--- config.mk ---
export PLATFORM = sky130hd
export DESIGN_NAME = rabr_recorder
export DESIGN_NICKNAME = d
export VERILOG_FILES = /design/src/rtl/rabr_pkg.sv /design/src/rtl/rabr_mode_track.sv /design/src/rtl/rabr_shift_queue.sv /design/src/rtl/rabr_recorder.sv
export SDC_FILE = /design/constraint.sdc
export NUM_CORES = 1
export LEC_CHECK = 0
export ABC_AREA = 1
export ABC_CLOCK_PERIOD_IN_PS = 3900
export CORE_MARGIN = 1
export CORE_UTILIZATION = 40
export DETAILED_ROUTE_END_ITERATION = 8
export DONT_BUFFER_PORTS = 1
export GPL_TIMING_DRIVEN = 0
export PLACE_DENSITY = 0.52
export SYNTH_ARGS = -nofsm -noshare
export SYNTH_HDL_FRONTEND = slang
export SYNTH_HIERARCHICAL = 1
export SYNTH_SLANG_ARGS = --single-unit
--- constraint.sdc ---
create_clock -name clk -period 3.9 [get_ports clk]
set_clock_uncertainty 0.1 [all_clocks]
set_input_delay 0.585 -clock clk [delete_from_list [all_inputs] [get_ports clk]]
set_output_delay 0.585 -clock clk [all_outputs]
set_load 0.01 [all_outputs]
--- src/rtl/rabr_pkg.sv ---
// Shared types and helpers for the runahead branch outcome recorder.
// Assumes one branch record per cycle at most.
package rabr_pkg;

    // One offered branch outcome.
    typedef struct packed {
        logic taken;
        logic inv;
        logic pred;
    } rabr_rec_t;

    // Direction to keep: the prediction stands in for an unresolved branch.
    function automatic logic rabr_resolve(rabr_rec_t r);
        return r.inv ? r.pred : r.taken;
    endfunction

endpackage

--- src/rtl/rabr_mode_track.sv ---
// Mode tracker: flags the first cycle of runahead.
// Assumes ra_mode is a registered, glitch-free level from the pipeline.
module rabr_mode_track (
    input  logic clk,
    input  logic rst_n,
    input  logic ra_mode,
    output logic entry
);
    logic mode_q;

    // Remember the previous cycle's mode.
    always_ff @(posedge clk) begin
        if (!rst_n) mode_q <= 1'b0;
        else        mode_q <= ra_mode;
    end

    // Entry is the rising edge of the mode level.
    always_comb entry = ra_mode & ~mode_q;
endmodule

--- src/rtl/rabr_shift_queue.sv ---
// Shift-register queue of single-bit directions.
// Push writes at the fill index. Pop shifts every slot one place toward
// slot 0, which is always the oldest entry. Clear restarts the fill at zero
// in the same cycle as a push. Flush empties the queue. Assumes push and pop
// never coincide and that pop is only requested when the queue is not empty.
module rabr_shift_queue #(
    parameter int DEPTH = 16,
    localparam int CW   = $clog2(DEPTH + 1)
) (
    input  logic          clk,
    input  logic          rst_n,
    input  logic          clear,
    input  logic          flush,
    input  logic          push,
    input  logic          din,
    input  logic          pop,
    output logic          head,
    output logic          empty,
    output logic [CW-1:0] fill
);
    logic [DEPTH-1:0] slot_q;
    logic [CW-1:0]    base;
    logic             accept;

    // Fill level seen by this cycle's push, after any clear.
    always_comb begin
        base   = clear ? '0 : fill;
        accept = push && (base < CW'(DEPTH));
    end

    // Per-slot storage: write at the tail, otherwise shift down on pop.
    for (genvar i = 0; i < DEPTH; i++) begin : g_slot
        if (i == DEPTH - 1) begin : g_last
            always_ff @(posedge clk) begin
                if (!rst_n)                         slot_q[i] <= 1'b0;
                else if (accept && base == CW'(i))  slot_q[i] <= din;
                else if (pop)                       slot_q[i] <= 1'b0;
            end
        end else begin : g_mid
            always_ff @(posedge clk) begin
                if (!rst_n)                         slot_q[i] <= 1'b0;
                else if (accept && base == CW'(i))  slot_q[i] <= din;
                else if (pop)                       slot_q[i] <= slot_q[i+1];
            end
        end
    end

    // Fill counter: flush, then push or pop.
    always_ff @(posedge clk) begin
        if (!rst_n)      fill <= '0;
        else if (flush)  fill <= '0;
        else if (accept) fill <= base + 1'b1;
        else if (clear)  fill <= '0;
        else if (pop)    fill <= fill - 1'b1;
    end

    // Oldest entry and empty flag.
    always_comb begin
        head  = slot_q[0];
        empty = (fill == '0);
    end
endmodule

--- src/rtl/rabr_recorder.sv ---
// Runahead branch outcome recorder (top).
// Records branch directions during runahead and replays them in order as
// predictions after the return to normal mode. The output is a hint only.
// Assumes a synchronous active-low reset and at most one record or one
// request per cycle.
module rabr_recorder #(
    parameter int DEPTH = 16,
    localparam int CW   = $clog2(DEPTH + 1)
) (
    input  logic clk,
    input  logic rst_n,
    input  logic ra_mode,
    input  logic rec_valid,
    input  logic rec_taken,
    input  logic rec_inv,
    input  logic rec_pred,
    input  logic pred_req,
    input  logic mispredict,
    output logic pred_hit,
    output logic pred_taken
);
    import rabr_pkg::*;

    logic      entry;
    logic      head;
    logic      empty;
    logic      push;
    logic      pop;
    logic      flush;
    logic      dir;
    rabr_rec_t rec;
    logic [CW-1:0] fill;

    rabr_mode_track u_mode (
        .clk     (clk),
        .rst_n   (rst_n),
        .ra_mode (ra_mode),
        .entry   (entry)
    );

    // Choose the direction to keep and qualify the record by mode.
    always_comb begin
        rec   = '{taken: rec_taken, inv: rec_inv, pred: rec_pred};
        dir   = rabr_resolve(rec);
        push  = ra_mode & rec_valid;
        flush = ~ra_mode & mispredict;
    end

    // Serve a normal-mode request from the head of the queue.
    always_comb begin
        pred_hit   = ~ra_mode & pred_req & ~mispredict & ~empty;
        pred_taken = pred_hit & head;
        pop        = pred_hit;
    end

    rabr_shift_queue #(.DEPTH(DEPTH)) u_queue (
        .clk   (clk),
        .rst_n (rst_n),
        .clear (entry),
        .flush (flush),
        .push  (push),
        .din   (dir),
        .pop   (pop),
        .head  (head),
        .empty (empty),
        .fill  (fill)
    );
endmodule

; Word-level counts from Yosys, hierarchy flattened
; Cells that the tools add are included.
[totals]
reg_bits = 22
inputBits = 9
output_inout_bits = 2
wordCells = 122
[classes]
add_sub_neg = 2
n_lt_le_gt_ge = 1
eq_ne = 15
n_mux = 37
n_bitwise = 12
n_reduce_logical = 37
[ops]
columns = operator, n
row1 = $eq A5 B4 Y1 const B, 8
row2 = $mux W1, 33
row3 = $reduce_bool A2 Y1, 16
row4 = $eq A5 B3 Y1 const B, 4
row5 = $mux W5, 4
row6 = $logic_and A1 B1 Y1, 17
row7 = $eq A5 B2 Y1 const B, 2
row8 = $logic_not A5 Y1, 2
row9 = $and A1 B1 Y1, 7
row10 = $add A5 B1 Y5 const B, 1
row11 = $eq A5 B1 Y1 const B, 1
row12 = $lt A5 B5 Y1 const B, 1
row13 = $not A1 Y1, 5
row14 = $sub A5 B1 Y5 const B, 1
row15 = $reduce_bool A3 Y1, 1
row16 = $reduce_or A2 Y1, 1

; Longest topological paths before layout
[depth]
word_depth = 7
depth_mapped = 14
ltp_nobuf = 13

; Hierarchy
; The synthesis kept the hierarchy.
[by_module_without_submodules]
columns = module, instances, cells_each, area_per_inst_um2, seq_area_each_um2
row1 = rabr_shift_queue, 1, 204, 1276.2, 420.4
row2 = rabr_recorder, 1, 14, 56.3, 0.0
row3 = rabr_mode_track, 1, 5, 37.5, 20.0

; Worst setup path before layout
; OpenSTA, ideal clock, no wires.
[synth_timing]
kind = register to register
startpoint = reg u_queue.fill[1]
endpoint = reg u_queue.slot_q[9]
setup_ns = 0.113
arrival_time_ns = 1.900
required_ns = 3.687
setup_slack_ns = 1.787
path_stages_with_launch = 14
path_buffers = 2
period_less_slack_ns = 2.113
path_cell_list = dfxtp_1 inv_1 ha_1 nand2_1 nor2_1 nor2_1 nand2_1 inv_1 buf_4 clkbuf_1 mux2i_1 nand2_1 nand2_1 nor2_1
[synth_between]
word_cells_on_any_way = 10
cone_classes = order compare: 1 / eq/ne: 1 / mux: 2 / bitwise: 2 / reduce/logical: 4
[synth_lines]
columns = item, line
row1 = start: declaration, rabr_shift_queue.sv:19  ; output logic [CW-1:0] fill
row2 = start signal: assignment, rabr_shift_queue.sv:52  ; else if (accept) fill <= base + 1'b1;
row3 = start signal: assignment, rabr_shift_queue.sv:54  ; else if (pop) fill <= fill - 1'b1;
row4 = $logic_not A5 Y1, rabr_shift_queue.sv:60  ; empty = (fill == '0);
row5 = net empty, rabr_recorder.sv:26  ; logic empty;
row6 = $not A1 Y1, rabr_recorder.sv:51  ; pred_hit = ~ra_mode & pred_req & ~mispredict & ~empty;
row7 = $and A1 B1 Y1, rabr_recorder.sv:51
row8 = net pred_hit, rabr_recorder.sv:19  ; output logic pred_hit,
row9 = $reduce_bool A2 Y1 (no source line), --
row10 = end signal: indexed assignment, rabr_shift_queue.sv:42  ; else if (accept && base == CW'(i)) slot_q[i] <= din;
row11 = end signal: indexed assignment, rabr_shift_queue.sv:43  ; else if (pop) slot_q[i] <= slot_q[i+1];
row12 = end: declaration, rabr_shift_queue.sv:21  ; logic [DEPTH-1:0] slot_q;
; The timed path passes the listed nets, and every way through them passes these cells.
; A chain may end at the register's enable or synchronous reset.

; Worst setup path in the final report
; Same ends and word-level chain as after synthesis.

==> flow_metrics.py <==
metrics = {
    "outcome": {
        "status": "completed",
    },
    "timing": {
        "slew_headroom_pct": 46.1,
        "finalMaxSlewViolations": 0,
        "fmax_mhz": 403,
        "setup_viol": 0,
        "fin_crit_ns": 2.48,
        "fin_tns_setup_ns": 0,
        "worst_pin_slew_ns": 0.801,
        "period_share_pct": 63.6,
        "holdWs_ns": 0.266,
        "rsz0062_at_grt": "false",
        "hold_violations": 0,
    },
    "global_route": {
        "overflow": 0,
        "grt_pass1_wl_mm": 5.28,
        "grt_usage_pct": 19.5,
        "grt_max_degree": 13,
        "antenna_found_initial": 0,
        "grt_pass1_vias": 1157,
    },
    "yosys": {
        "yosysUniqueCellTypes": 25,
        "synth-seq-cells": 22,
        "ys_warn_count": 6,
        "syn-num-nets": 234,
        "synth_top_area_share_pct": 32.1,
        "synth_area_um2": 1370,
        "yosysTopAreaCell": "dfxtp_1",
        "synth_ff_type": "dfxtp_1",
        "async_flop_share_pct": 0,
        "synth_edf_count": 0,
        "yosys-top-cells-area": "dfxtp_1 (32%), nor2_1 (16%), nand2_1 (16%), inv_1 (5.5%), o21ai_0 (5.5%)",
        "netlist_instances": 223,
        "syn_avg_cell_area_um2": 6.14,
        "synth.yosys.seq_area_share_pct": 32.1,
    },
    "clock_network": {
        "clock_latency_ns": 0.31,
        "cts_sinks": 22,
        "cts_tree": "done",
        "post_cts_buffers": 0,
        "path_clk_slew_ns": 0.12,
        "cts_root_buffer": "clkbuf_4",
        "cts_resized": 0,
        "cts_buffer_depth": 2,
        "postCtsHoldBufs": 0,
        "cts_buffers": 3,
        "cts_max_level": 1,
    },
    "die": {
        "core.rowCount": 20,
        "ios": 11,
        "die_area_um2": 3660,
        "die_w_um": 60.5,
        "fp.coreArea_um2": 3150,
        "initial_utilization_pct": 43.5,
        "die_h_um": 60.5,
    },
    "layout": {
        "final_common_cell": "nor2_1",
        "stdcell_count": 271,
        "drive_above_1_share_pct": 8.81,
        "design_area_um2": 1460,
        "final_nets": 239,
        "antenna_cells": 0,
        "syn_to_final_growth_pct": 6.67,
        "layout_common_cells": "nor2_1 (59), nand2_1 (57), dfxtp_1 (22)",
    },
    "power_and_ir_drop": {
        "ir_drop_mv": 0.102,
        "design_power_total_uw": 478,
        "cellLeakagePower_nw": 0.722,
        "cellPowerDensity_nw_per_um2": 327,
    },
    "critical_path": {
        "crit_required_ns": 4.02,
        "start_kind": "register",
        "crit_fanout": 10,
        "arrival_ns": 2.60,
        "cp-end-kind": "register",
        "worstSetupPathType": "register to register",
    },
    "worst_hold_path": {
        "hp-class": "primary input to register",
    },
    "detailed_routing": {
        "wl_per_cell_um": 11.4,
        "route.vias.total": 1320,
        "ant_nets": 0,
        "drc_errors": 0,
        "drtIter0Drc": 75,
        "via_per_inst": 4.87,
        "wl_mm": 3.08,
        "firstDrtPassIters": 4,
    },
    "placed_design": {
        "dp_hpwl_mm": 2.34,
        "io_buffers": 0,
        "place.gp.congestion": 0.791,
        "dpl_cell_area_um2": 1430,
        "numPlacedInstances": 267,
    },
    "flow_run": {
        "maxCapViolations": 0,
    },
}
[sequential cells by signal, summed over array words and instances, names as in the netlist]
signal,count
u_queue/fill,5
u_queue/slot_q,15
u_queue/head,1
u_mode/mode_q,1
[cells in the mapped netlist (all sizes together), types with 2 or more instances]
library cell / count
dfxtp: 22
clkbuf: 3
nor3: 2
o21ai: 17
a21oi: 5
nand3: 11
inv: 22
nand2: 62
buf: 3
mux2i: 7
clkinv: 2
ha: 2
nor2: 62
[stage by stage]
stage                     utilization (%)  worst slack [ns]
after detailed placement             45.2              1.43
after CTS                            46.3              1.39
final                                46.3              1.42
after global routing                 46.3              1.18
after global placement               45.2              1.45
after floorplan                         -              1.79
[routing by layer]
layer / routed length (µm) / vias up / track usage [%]
li1: - / 699 / -
met2: 1360 / 36 / 29.2
met4: 15 / 0 / 6.82
met3: 147 / 2 / 2.56
met5: 0 / - / 0
met1: 1560 / 583 / 28.6
[worst max-delay path, stage by stage, from the launching register on]
cell	delay, ns
dfxtp_1	0.45
inv_1	0.13
ha_1	0.24
nand2_1	0.10
nor2_1	0.05
nor2_1	0.09
nand2_1	0.08
inv_1	0.12
buf_4	0.21
clkbuf_1	0.42
mux2i_1	0.24
nand2_1	0.07
nand2_1	0.05
nor2_1	0.04
[kinds of logic after synthesis]
kind of cell             after synthesis  synth area share (%)
AO/OA/AOI/OAI                         22                  8.86
XOR/XNOR                               1                 0.639
adder cells (fa/ha/maj)                2                  1.83
buffers and inverters                 30                  8.77
flip-flops                            22                  32.1
multiplexers                           7                  5.11
AND/OR/NAND/NOR                      139                  42.6
[path summary, 6_finish.rpt]
path,slack [ns],start,end,depth (start not counted)
worst min register to register,0.39,u_queue/slot_q[15]$_SDFFE_PN0P_,u_queue/slot_q[15]$_SDFFE_PN0P_,2
worst max register to register,1.42,u_queue/fill[1]$_SDFFE_PP0P_,u_queue/slot_q[9]$_SDFFE_PN0P_,13
worst min-delay path,0.27,ra_mode,u_mode/mode_q$_SDFF_PN0_,2
worst max-delay path,1.42,u_queue/fill[1]$_SDFFE_PP0P_,u_queue/slot_q[9]$_SDFFE_PN0P_,13
[power breakdown]
group          internal, mW  switching [mW]
Combinational        0.0346          0.0692
Clock                0.0570          0.0713
Sequential            0.237         0.00934
Total                 0.328           0.150
[area by class of cell]
type                    instances  area, µm²
flip-flops and latches         22        440
fillers                       363       1690
inverters                      24       91.3
multi-input cells             171        810
clock buffers                   4       36.3
plain buffers                   6       28.8
well taps                      44       55.1
Power figures use the tool's default switching activity.
